<file path="src/rtl/cfg_row_loader.sv">
module cfg_row_loader #(
  parameter int NUM_ROWS     = 98,
  parameter int ROW_BITS     = 274,
  parameter int ADDR_BITS    = 7,
  parameter int IR_BITS      = 8,
  parameter int TCK_HALF     = 1,
  parameter int RESET_LEN    = 5,
  parameter int ENABLE_HOLD  = 800,
  parameter int DISABLE_HOLD = 100,
  parameter logic [IR_BITS-1:0] IR_ENABLE  = 8'hE8,
  parameter logic [IR_BITS-1:0] IR_WRITE   = 8'hE6,
  parameter logic [IR_BITS-1:0] IR_DISABLE = 8'hC0,
  parameter logic [IR_BITS-1:0] IR_BYPASS  = '1,
  localparam int IDX_W = $clog2(NUM_ROWS)
) (
  input  logic                clk,
  input  logic                rst_n,
  input  logic                start,
  input  logic [ROW_BITS-1:0] row_data,
  output logic [IDX_W-1:0]    row_idx,
  output logic                tck,
  output logic                tms,
  output logic                tdi,
  output logic                busy,
  output logic                done
);
  localparam int IR_LEN  = 4 + IR_BITS + 2;
  localparam int DATA_LO = 3;
  localparam int ADDR_HI = DATA_LO + ROW_BITS + ADDR_BITS - 1;
  localparam int ROW_LEN = ADDR_HI + 3;
  localparam int BUF_W   = ROW_BITS + ADDR_BITS;
  localparam int M1 = (ENABLE_HOLD > DISABLE_HOLD) ? ENABLE_HOLD : DISABLE_HOLD;
  localparam int M2 = (ROW_LEN > IR_LEN) ? ROW_LEN : IR_LEN;
  localparam int M3 = (M1 > M2) ? M1 : M2;
  localparam int MAX_LEN = (M3 > RESET_LEN) ? M3 : RESET_LEN;
  localparam int CNT_W = $clog2(MAX_LEN + 1);
  localparam int DIV_W = (TCK_HALF > 1) ? $clog2(TCK_HALF) : 1;

  typedef enum logic [3:0] {
    ST_IDLE, ST_TLR, ST_RTI, ST_IR_EN, ST_HOLD_EN, ST_IR_WR,
    ST_ROW, ST_IR_DIS, ST_HOLD_DIS, ST_IR_BYP, ST_TLR_END
  } st_t;

  st_t                st;
  logic [CNT_W-1:0]   cnt;
  logic [CNT_W-1:0]   len;
  logic [DIV_W-1:0]   div;
  logic [IDX_W-1:0]   row_cnt;
  logic [BUF_W-1:0]   sbuf;
  logic [IR_BITS-1:0] ir_code;
  logic [IR_BITS-1:0] ir_bits;
  logic               fall, last_step, tms_c, tdi_c;

  function automatic logic [ADDR_BITS-1:0] row_addr(input logic [IDX_W-1:0] r);
    logic [IDX_W:0] g;
    logic [ADDR_BITS-1:0] a;
    g = {1'b0, r} ^ ({1'b0, r} >> 1);
    a = '0;
    for (int k = 0; k < ADDR_BITS; k++)
      if (k <= IDX_W) a[ADDR_BITS-1-k] = g[k];
    return a;
  endfunction

  assign fall      = busy && tck && (div == DIV_W'(TCK_HALF - 1));
  assign last_step = (cnt == len - CNT_W'(1));
  assign ir_bits   = ir_code >> (cnt - CNT_W'(4));
  assign tms       = tms_c;
  assign tdi       = tdi_c;

  always_comb begin
    case (st)
      ST_TLR, ST_TLR_END:                    len = CNT_W'(RESET_LEN);
      ST_IR_EN, ST_IR_WR, ST_IR_DIS, ST_IR_BYP: len = CNT_W'(IR_LEN);
      ST_HOLD_EN:                            len = CNT_W'(ENABLE_HOLD);
      ST_HOLD_DIS:                           len = CNT_W'(DISABLE_HOLD);
      ST_ROW:                                len = CNT_W'(ROW_LEN);
      default:                               len = CNT_W'(1);
    endcase
    case (st)
      ST_IR_EN:  ir_code = IR_ENABLE;
      ST_IR_WR:  ir_code = IR_WRITE;
      ST_IR_DIS: ir_code = IR_DISABLE;
      default:   ir_code = IR_BYPASS;
    endcase
  end

  always_comb begin
    tms_c = 1'b0;
    tdi_c = 1'b0;
    case (st)
      ST_IDLE, ST_TLR, ST_TLR_END: tms_c = 1'b1;
      ST_IR_EN, ST_IR_WR, ST_IR_DIS, ST_IR_BYP: begin
        if (cnt < CNT_W'(2)) tms_c = 1'b1;
        else if (cnt < CNT_W'(4)) tms_c = 1'b0;
        else if (cnt < CNT_W'(4 + IR_BITS)) begin
          tdi_c = ir_bits[0];
          tms_c = (cnt == CNT_W'(4 + IR_BITS - 1));
        end else tms_c = (cnt == CNT_W'(IR_LEN - 2));
      end
      ST_ROW: begin
        tms_c = (cnt == '0) || (cnt == CNT_W'(ADDR_HI)) || (cnt == CNT_W'(ROW_LEN - 2));
        if (cnt >= CNT_W'(DATA_LO) && cnt <= CNT_W'(ADDR_HI)) tdi_c = sbuf[0];
      end
      default: ;
    endcase
  end

  always_ff @(posedge clk or negedge rst_n) begin
    if (!rst_n) begin
      st <= ST_IDLE; cnt <= '0; div <= '0; tck <= 1'b0;
      busy <= 1'b0; done <= 1'b0;
      row_cnt <= '0; row_idx <= '0; sbuf <= '0;
    end else if (!busy) begin
      done <= 1'b0;
      if (start) begin
        busy <= 1'b1; st <= ST_TLR; cnt <= '0; div <= '0; tck <= 1'b0;
        row_cnt <= '0; row_idx <= '0;
      end
    end else begin
      done <= 1'b0;
      if (div == DIV_W'(TCK_HALF - 1)) begin
        div <= '0;
        tck <= ~tck;
      end else div <= div + DIV_W'(1);
      if (fall) begin
        if (st == ST_ROW) begin
          if (cnt == '0) begin
            sbuf <= {row_addr(row_cnt), row_data};
            if (row_cnt != IDX_W'(NUM_ROWS - 1)) row_idx <= row_idx + IDX_W'(1);
          end else if (cnt >= CNT_W'(DATA_LO) && cnt < CNT_W'(ADDR_HI))
            sbuf <= sbuf >> 1;
        end
        if (last_step) begin
          cnt <= '0;
          case (st)
            ST_TLR:      st <= ST_RTI;
            ST_RTI:      st <= ST_IR_EN;
            ST_IR_EN:    st <= ST_HOLD_EN;
            ST_HOLD_EN:  st <= ST_IR_WR;
            ST_IR_WR:    st <= ST_ROW;
            ST_ROW:
              if (row_cnt == IDX_W'(NUM_ROWS - 1)) st <= ST_IR_DIS;
              else row_cnt <= row_cnt + IDX_W'(1);
            ST_IR_DIS:   st <= ST_HOLD_DIS;
            ST_HOLD_DIS: st <= ST_IR_BYP;
            ST_IR_BYP:   st <= ST_TLR_END;
            default: begin
              st <= ST_IDLE; busy <= 1'b0; done <= 1'b1;
            end
          endcase
        end else cnt <= cnt + CNT_W'(1);
      end
    end
  end
endmodule

</file>
<file path="config.mk">
export PLATFORM = sky130hd
export DESIGN_NAME = cfg_row_loader
export DESIGN_NICKNAME = d
export VERILOG_FILES = /design/src/rtl/cfg_row_loader.sv
export SDC_FILE = /design/constraint.sdc
export NUM_CORES = 1
export LEC_CHECK = 0
export BUFFER_PORTS_ARGS = -buffer_cell sky130_fd_sc_hd__buf_4
export CAP_MARGIN = 20
export CELL_PAD_IN_SITES_DETAIL_PLACEMENT = 0
export CELL_PAD_IN_SITES_GLOBAL_PLACEMENT = 1
export CORE_ASPECT_RATIO = 2
export CORE_UTILIZATION = 37
export DETAILED_ROUTE_END_ITERATION = 12
export GPL_ROUTABILITY_DRIVEN = 0
export GPL_TIMING_DRIVEN = 0
export MAX_ROUTING_LAYER = met4
export PLACE_DENSITY_LB_ADDON = 0.08
export SYNTH_ARGS = -nofsm -noshare
export SYNTH_HDL_FRONTEND = slang
export SYNTH_SLANG_ARGS = --single-unit
</file>
<file path="constraint.sdc">
create_clock -name clk -period 3 [get_ports clk]
set_input_delay 0.9 -clock clk [delete_from_list [all_inputs] [get_ports clk]]
set_output_delay 0.9 -clock clk [all_outputs]
set_load 0.1 [all_outputs]
</file>
==> impl_metrics.json, run 1 <==
{
  "status": "complete, but fails checks",
  "violations": "negative setup slack",
  "path_cells": "nor3_4 > nor4b_4 > buf_4 > o311ai_4 > nor2_2 > maj3_2 > a31o_4 > buf_12",
  "max_stage_delay_ns": 0.43,
  "start_util": 0.3768,
  "final.period_utilization": 1.104,
  "path_class": "reg2out",
  "antenna_found_initial": 6,
  "async_flop_share": 1.000,
  "synth.cell_area_mm2": 0.01496,
  "critical-path-top-delay-family": "simple AND/OR/NAND/NOR gates",
  "setup_violations": 2,
  "crit_path_end_kind": "output port",
  "avgSynthCellArea_um2": 8.227,
  "ios": 289,
  "tightest_slew_ns": 0.6811,
  "holdCritPathClass": "in2async",
  "dp_cells": 2634,
  "power.total_w": 0.009482,
  "setup_ws_ns": -0.3122,
  "synth-seq-cells": 312,
  "fin_nets": 2475,
  "cp.required_ns": 2.10,
  "rsz0062_at_grt": "true",
  "vias": 14000,
  "cp.arrival_ns": 2.41,
  "cts_tree": "built",
  "drv_slew": 0,
  "yosysTopAreaCell": "dfrtp_1",
  "cts_buffers": 31,
  "routedWlPerCell_um": 16.90,
  "finalHoldViolCount": 0,
  "synthFlopType": "dfrtp_1",
  "leakage_nw": 9.252,
  "max_freq_ghz": 0.3019,
  "timing.max_cap.violations": 0,
  "synth_top_area_frac": 0.5220,
  "io_buffers": 288,
  "grt.total_usage": 0.2343,
  "insertion_delay_ns": 0.58,
  "worst_setup_path_start_kind": "flop",
  "grt_max_degree": 96,
  "clkTransAtPathRegs_ns": 0.07,
  "first_global_vias": 14500,
  "hold_ws_ns": 0.2313,
  "syn-instance-count": 1818,
  "max-slew-margin-rel": 0.5459,
  "synth_nets": 2111,
  "cts_buffer_depth": 3,
  "totalWireLength_mm": 46.27,
  "grt_pass1_wl_mm": 74.20,
  "synth_edf_count": 0,
  "place_ws_ns": -0.5564,
  "r2r_slack_ns": 0.11,
  "drtAntennaViolNets": 0,
  "critPathMaxFanout": 2,
  "skew_ns": 0.02145,
  "core-area_mm2": 0.03969,
  "routed_via_density": 5.113,
  "seq_area_frac_synth": 0.5220,
  "ctsRootBufferMaster": "clkbuf_16",
  "final_layout_size_suffix_gt1_frac": 0.2353,
  "drtIter0Drc": 670,
  "yosysUniqueCellTypes": 61,
  "utilization": 0.4946,
  "die-area_mm2": 0.04128,
  "clkSinkCount": 312,
  "drc": 0,
  "drt_first_pass_iters": 5,
  "fin_crit_ns": 3.312,
  "die_w_um": 144.2,
  "synth_area_leaders": "dfrtp_1 (52%), nand2_1 (15%), a31oi_1 (12%)",
  "area_growth_pct": 31.27,
  "cts.htree.levels": 1,
  "grt_overflow_total": 0,
  "ys_warn_count": 0,
  "yosys-top-cells-count": "nand2_1 (590), dfrtp_1 (312), nor2_1 (309)",
  "layoutNonFillerInstCount": 2738,
  "ir_worst_vdd_uv": 438.7,
  "path_buf_inv": 2,
  "slowest_stage": "dfrtp_2",
  "synth.most_common_cell": "nand2_1",
  "die_h_um": 286.3,
  "rows": 103,
  "power_density_mw_per_mm2": 483.0,
  "dp_hpwl_mm": 33.77
}
-- path summary, 6_finish.rpt --
path                             end  startpoint  cells after the start
min reg2reg                sbuf[275]   sbuf[275]                      1
max in group asynchronous  sbuf[191]       rst_n                      3
min                            st[2]       rst_n                      1
min in group clk           sbuf[275]   sbuf[275]                      1
max reg2reg                   cnt[9]       st[2]                     15
max                              tms      cnt[6]                      8
-- per-layer routing --
layer,share of wire,routed length [um],global-route usage
met2,0.54,24760,0.4210
met1,0.38,17440,0.2506
met4,0.029,1340,0.08526
met5,0,0,-
met3,0.059,2730,0.04572
-- area by class of cell --
type	instances	area, um^2
Sequential cell	312	7815
Multi-Input combinational cell	1351	6700
Antenna cell	7	17.52
Fill cell	4087	20060
Buffer	137	714.4
Clock buffer	45	908.4
Clock inverter	12	116.4
Inverter	16	68.82
Timing Repair Buffer	333	2636
Tap cell	525	656.9
-- kinds of logic after synthesis --
family                     synth area share
AOI/OAI and AO/OA                    0.1523
xor gates and xnor gates           0.008784
adders and majority gates           0.01405
buffers and inverters               0.04609
DFF                                  0.5220
muxes                              0.003430
and+or+nand+nor                      0.2534
-- per-stage QoR --
step,setup TNS (ns),instance area [um^2]
floorplan,0,14970
global placement,-636.89,17790
detailed placement,-21.28,17880
CTS,-0.4948,19400
global route,-0.8443,19630
finish,-0.5045,19630
-- power breakdown --
group          internal, W  leakage, nW  switching, W
Sequential         0.00426         2.87     0.0000699
Clock              0.00227        0.511       0.00171
Combinational     0.000602         5.87      0.000576
-- placed cells by master (no fill, tap or decap), drive strengths merged, types with 2 or more instances in the layout --
| cell | netlist | layout |
|---|---|---|
| nand2 | 592 | 592 |
| buf | 73 | 407 |
| dfrtp | 312 | 312 |
| nor2 | 311 | 311 |
| a31oi | 281 | 281 |
| clkbuf | 66 | 108 |
| o21ai | 22 | 22 |
| a21oi | 21 | 21 |
| inv | 16 | 16 |
| ha | 16 | 16 |
| nand3 | 15 | 15 |
| nand4 | 8 | 8 |
| clkinv | 0 | 8 |
| xnor2 | 8 | 8 |
| diode | 0 | 7 |
| xor2 | 7 | 7 |
| o22ai | 6 | 6 |
| and3 | 5 | 5 |
| nor4 | 5 | 5 |
| mux2i | 4 | 4 |
| nor2b | 4 | 4 |
| or3 | 4 | 4 |
| nor3 | 4 | 4 |
| o31ai | 3 | 3 |
| o211ai | 3 | 3 |
| o311ai | 3 | 3 |
| o21bai | 3 | 3 |
| o32ai | 3 | 3 |
| clkinvlp | 0 | 2 |
| and2 | 2 | 2 |
| bufinv | 0 | 2 |
| nor4b | 2 | 2 |
| nand2b | 2 | 2 |
| a211oi | 2 | 2 |
| a2111oi | 2 | 2 |
-- sequential cells by signal, indices dropped and copies added (netlist names) --
signal   count
cnt         10
sbuf       281
busy         1
tck          1
done         1
st           4
row_idx      7
row_cnt      7
-- repair_timing --
item | in CTS | in global routing
endpoints found under the setup margin | 304 | 116
gates cloned | 1 | 0
setup buffers | 27 | 14
gates resized for setup | 75 | 26
hold buffers | 0 | 0
pin swaps | 22 | 21
Power figures use the tool's default switching activity.
==> run 2: changes to the inputs <==
--- a/config.mk
+++ b/config.mk
@@ -6,7 +6,6 @@
 export NUM_CORES = 1
 export LEC_CHECK = 0
 export BUFFER_PORTS_ARGS = -buffer_cell sky130_fd_sc_hd__buf_4
-export CAP_MARGIN = 20
 export CELL_PAD_IN_SITES_DETAIL_PLACEMENT = 0
 export CELL_PAD_IN_SITES_GLOBAL_PLACEMENT = 1
 export CORE_ASPECT_RATIO = 2
@@ -14,7 +13,6 @@
 export DETAILED_ROUTE_END_ITERATION = 12
 export GPL_ROUTABILITY_DRIVEN = 0
 export GPL_TIMING_DRIVEN = 0
-export MAX_ROUTING_LAYER = met4
 export PLACE_DENSITY_LB_ADDON = 0.08
 export SYNTH_ARGS = -nofsm -noshare
 export SYNTH_HDL_FRONTEND = slang
==> run 2 against run 1 <==
Against the previous run: the run still ends with negative setup slack left; non-clock buffer count did not move; clock power barely moved; clock skew rose by 0.0011 ns; global-route usage fell by 0.70 points; die area did not move; flip-flop and latch count did not move; via count rose by 0.52%; wire length fell by 0.43%; final cell count barely moved; power barely moved; cell area barely moved; highest routed layer unchanged.
==> impl_metrics.json, run 2 (synthesis gave the netlist of run 1 again) <==
{
  "r2r_slack_ns": 0.10,
  "finalHoldViolCount": 0,
  "status": "complete, but fails checks",
  "vias": 14070,
  "core-area_mm2": 0.03969,
  "drt_first_pass_iters": 6,
  "cts_buffer_depth": 3,
  "timing.max_cap.violations": 0,
  "totalWireLength_mm": 46.08,
  "routedWlPerCell_um": 16.83,
  "cp.required_ns": 2.10,
  "dp_hpwl_mm": 33.77,
  "max_stage_delay_ns": 0.42,
  "cts.htree.levels": 1,
  "n_fill_cell": 4084,
  "drtAntennaViolNets": 0,
  "drc": 0,
  "routed_via_density": 5.142,
  "rsz0062_at_grt": "true",
  "rows": 103,
  "top_regs": "sbuf: 281 flops, cnt: 10 flops",
  "final.period_utilization": 1.104,
  "hold_buffers": 0,
  "die_h_um": 286.3,
  "largest_register_ffs": 281,
  "worst_setup_path_start_kind": "flop",
  "cp.arrival_ns": 2.41,
  "tightest_slew_ns": 0.6287,
  "insertion_delay_ns": 0.58,
  "grt_max_degree": 96,
  "start_util": 0.3768,
  "path_class": "reg2out",
  "multi_input_area_mm2": 0.006701,
  "max-slew-margin-rel": 0.5789,
  "grt_pass1_wl_mm": 74.11,
  "clkTransAtPathRegs_ns": 0.07,
  "power.total_w": 0.009479,
  "first_global_vias": 14510,
  "violations": "negative setup slack",
  "die-area_mm2": 0.04128,
  "drtIter0Drc": 642,
  "clkSinkCount": 312,
  "max_freq_ghz": 0.3020,
  "cts_tree": "built",
  "ctsRootBufferMaster": "clkbuf_16",
  "grt.total_usage": 0.2273,
  "io_buffers": 288,
  "seqCellArea_mm2": 0.007815,
  "skew_ns": 0.02254,
  "fin_nets": 2475,
  "die_w_um": 144.2,
  "leakage_nw": 9.255,
  "power_density_mw_per_mm2": 482.8,
  "holdCritPathClass": "in2async",
  "area_growth_pct": 31.26,
  "critPathMaxFanout": 2,
  "layoutNonFillerInstCount": 2737,
  "path_buf_inv": 2,
  "crit_path_end_kind": "output port",
  "ios": 289,
  "slowest_stage": "dfrtp_2",
  "drv_slew": 0,
  "dp_cells": 2634,
  "ir_worst_vdd_uv": 438.6,
  "top_register": "sbuf",
  "setup_violations": 2,
  "grt_overflow_total": 0,
  "path_cells": "nor3_4 > nor4b_4 > buf_4 > o311ai_4 > nor2_2 > maj3_2 > a31o_4 > buf_12",
  "layout_commonest_cell": "nand2_1",
  "layout_common_cells": "nand2_1 (587), buf_4 (324), nor2_1 (306), dfrtp_1 (306), a31oi_1 (281)",
  "cts_buffers": 31,
  "final_layout_size_suffix_gt1_frac": 0.2353,
  "critical-path-top-delay-family": "simple AND/OR/NAND/NOR gates",
  "fin_crit_ns": 3.311,
  "setup_ws_ns": -0.3108,
  "antenna_found_initial": 6
}
-- run 2: changes by cell type in the layout (fill, tap and decap cells not counted), sizes merged --
cell,before,now
diode,7,6
-- run 2: layer usage --
| layer | global-route usage | routed length [um] | part of all wire | vias to the layer above |
|---|---|---|---|---|
| li1 | - | - | - | 6866 |
| met1 | 0.2483 | 17110 | 0.37 | 6768 |
| met2 | 0.4211 | 24700 | 0.54 | 363 |
| met3 | 0.04789 | 2903 | 0.063 | 76 |
| met4 | 0.08579 | 1361 | 0.030 | 0 |
| met5 | 0 | 0 | 0 | - |
-- run 2: stage by stage --
| step | hold slack (ns) | utilization | setup WS, ns | cell area, um^2 | setup TNS [ns] |
|---|---|---|---|---|---|
| 3_3_place_gp | 0.5037 | 0.4481 | -2.048 | 17790 | -636.89 |
| 2_1_floorplan | 0.4772 | - | 0.02096 | 14970 | 0 |
| 5_1_grt | 0.2500 | 0.4946 | -0.3771 | 19630 | -0.8848 |
| 4_1_cts | 0.2288 | 0.4887 | -0.3267 | 19400 | -0.4948 |
| 3_5_place_dp | 0.5065 | 0.4504 | -0.5564 | 17880 | -21.28 |
| 6_report | 0.2324 | 0.4946 | -0.3108 | 19630 | -0.4989 |
-- run 2: path summary, 6_finish.rpt --
| check | start | end | depth (start not counted) |
|---|---|---|---|
| worst max-delay path | cnt[6] | tms | 8 |
| worst min-delay path | rst_n | st[2] | 1 |
| worst max register to register | st[2] | cnt[9] | 15 |
| worst min register to register | sbuf[275] | sbuf[275] | 1 |
| max in group asynchronous | rst_n | sbuf[145] | 3 |
| min in group clk | sbuf[275] | sbuf[275] | 1 |
-- run 2: cell type report --
| type | instances | area share |
|---|---|---|
| antenna | 6 | 0.0007648 |
| buffer | 137 | 0.03639 |
| clock buffer | 45 | 0.04627 |
| clock inverter | 12 | 0.005927 |
| inverter | 16 | 0.003505 |
| multi-input combinational | 1351 | 0.3413 |
| sequential | 312 | 0.3981 |
| tap | 525 | 0.03346 |
| timing repair buffer | 333 | 0.1343 |
-- run 2: repair_timing --
action / CTS / global route
pin swaps: 22 / 21
setup endpoints to repair: 304 / 116
setup buffers: 27 / 14
hold endpoints to repair: 0 / 0
cloned: 1 / 0
resized for setup: 75 / 26
-- run 2: where the power goes --
part           leakage [nW]  switching, W  internal (W)  total, W
combinational          5.87      0.000575      0.000601   0.00118
sequential             2.87     0.0000710       0.00426   0.00433
clock                 0.511       0.00170       0.00227   0.00397
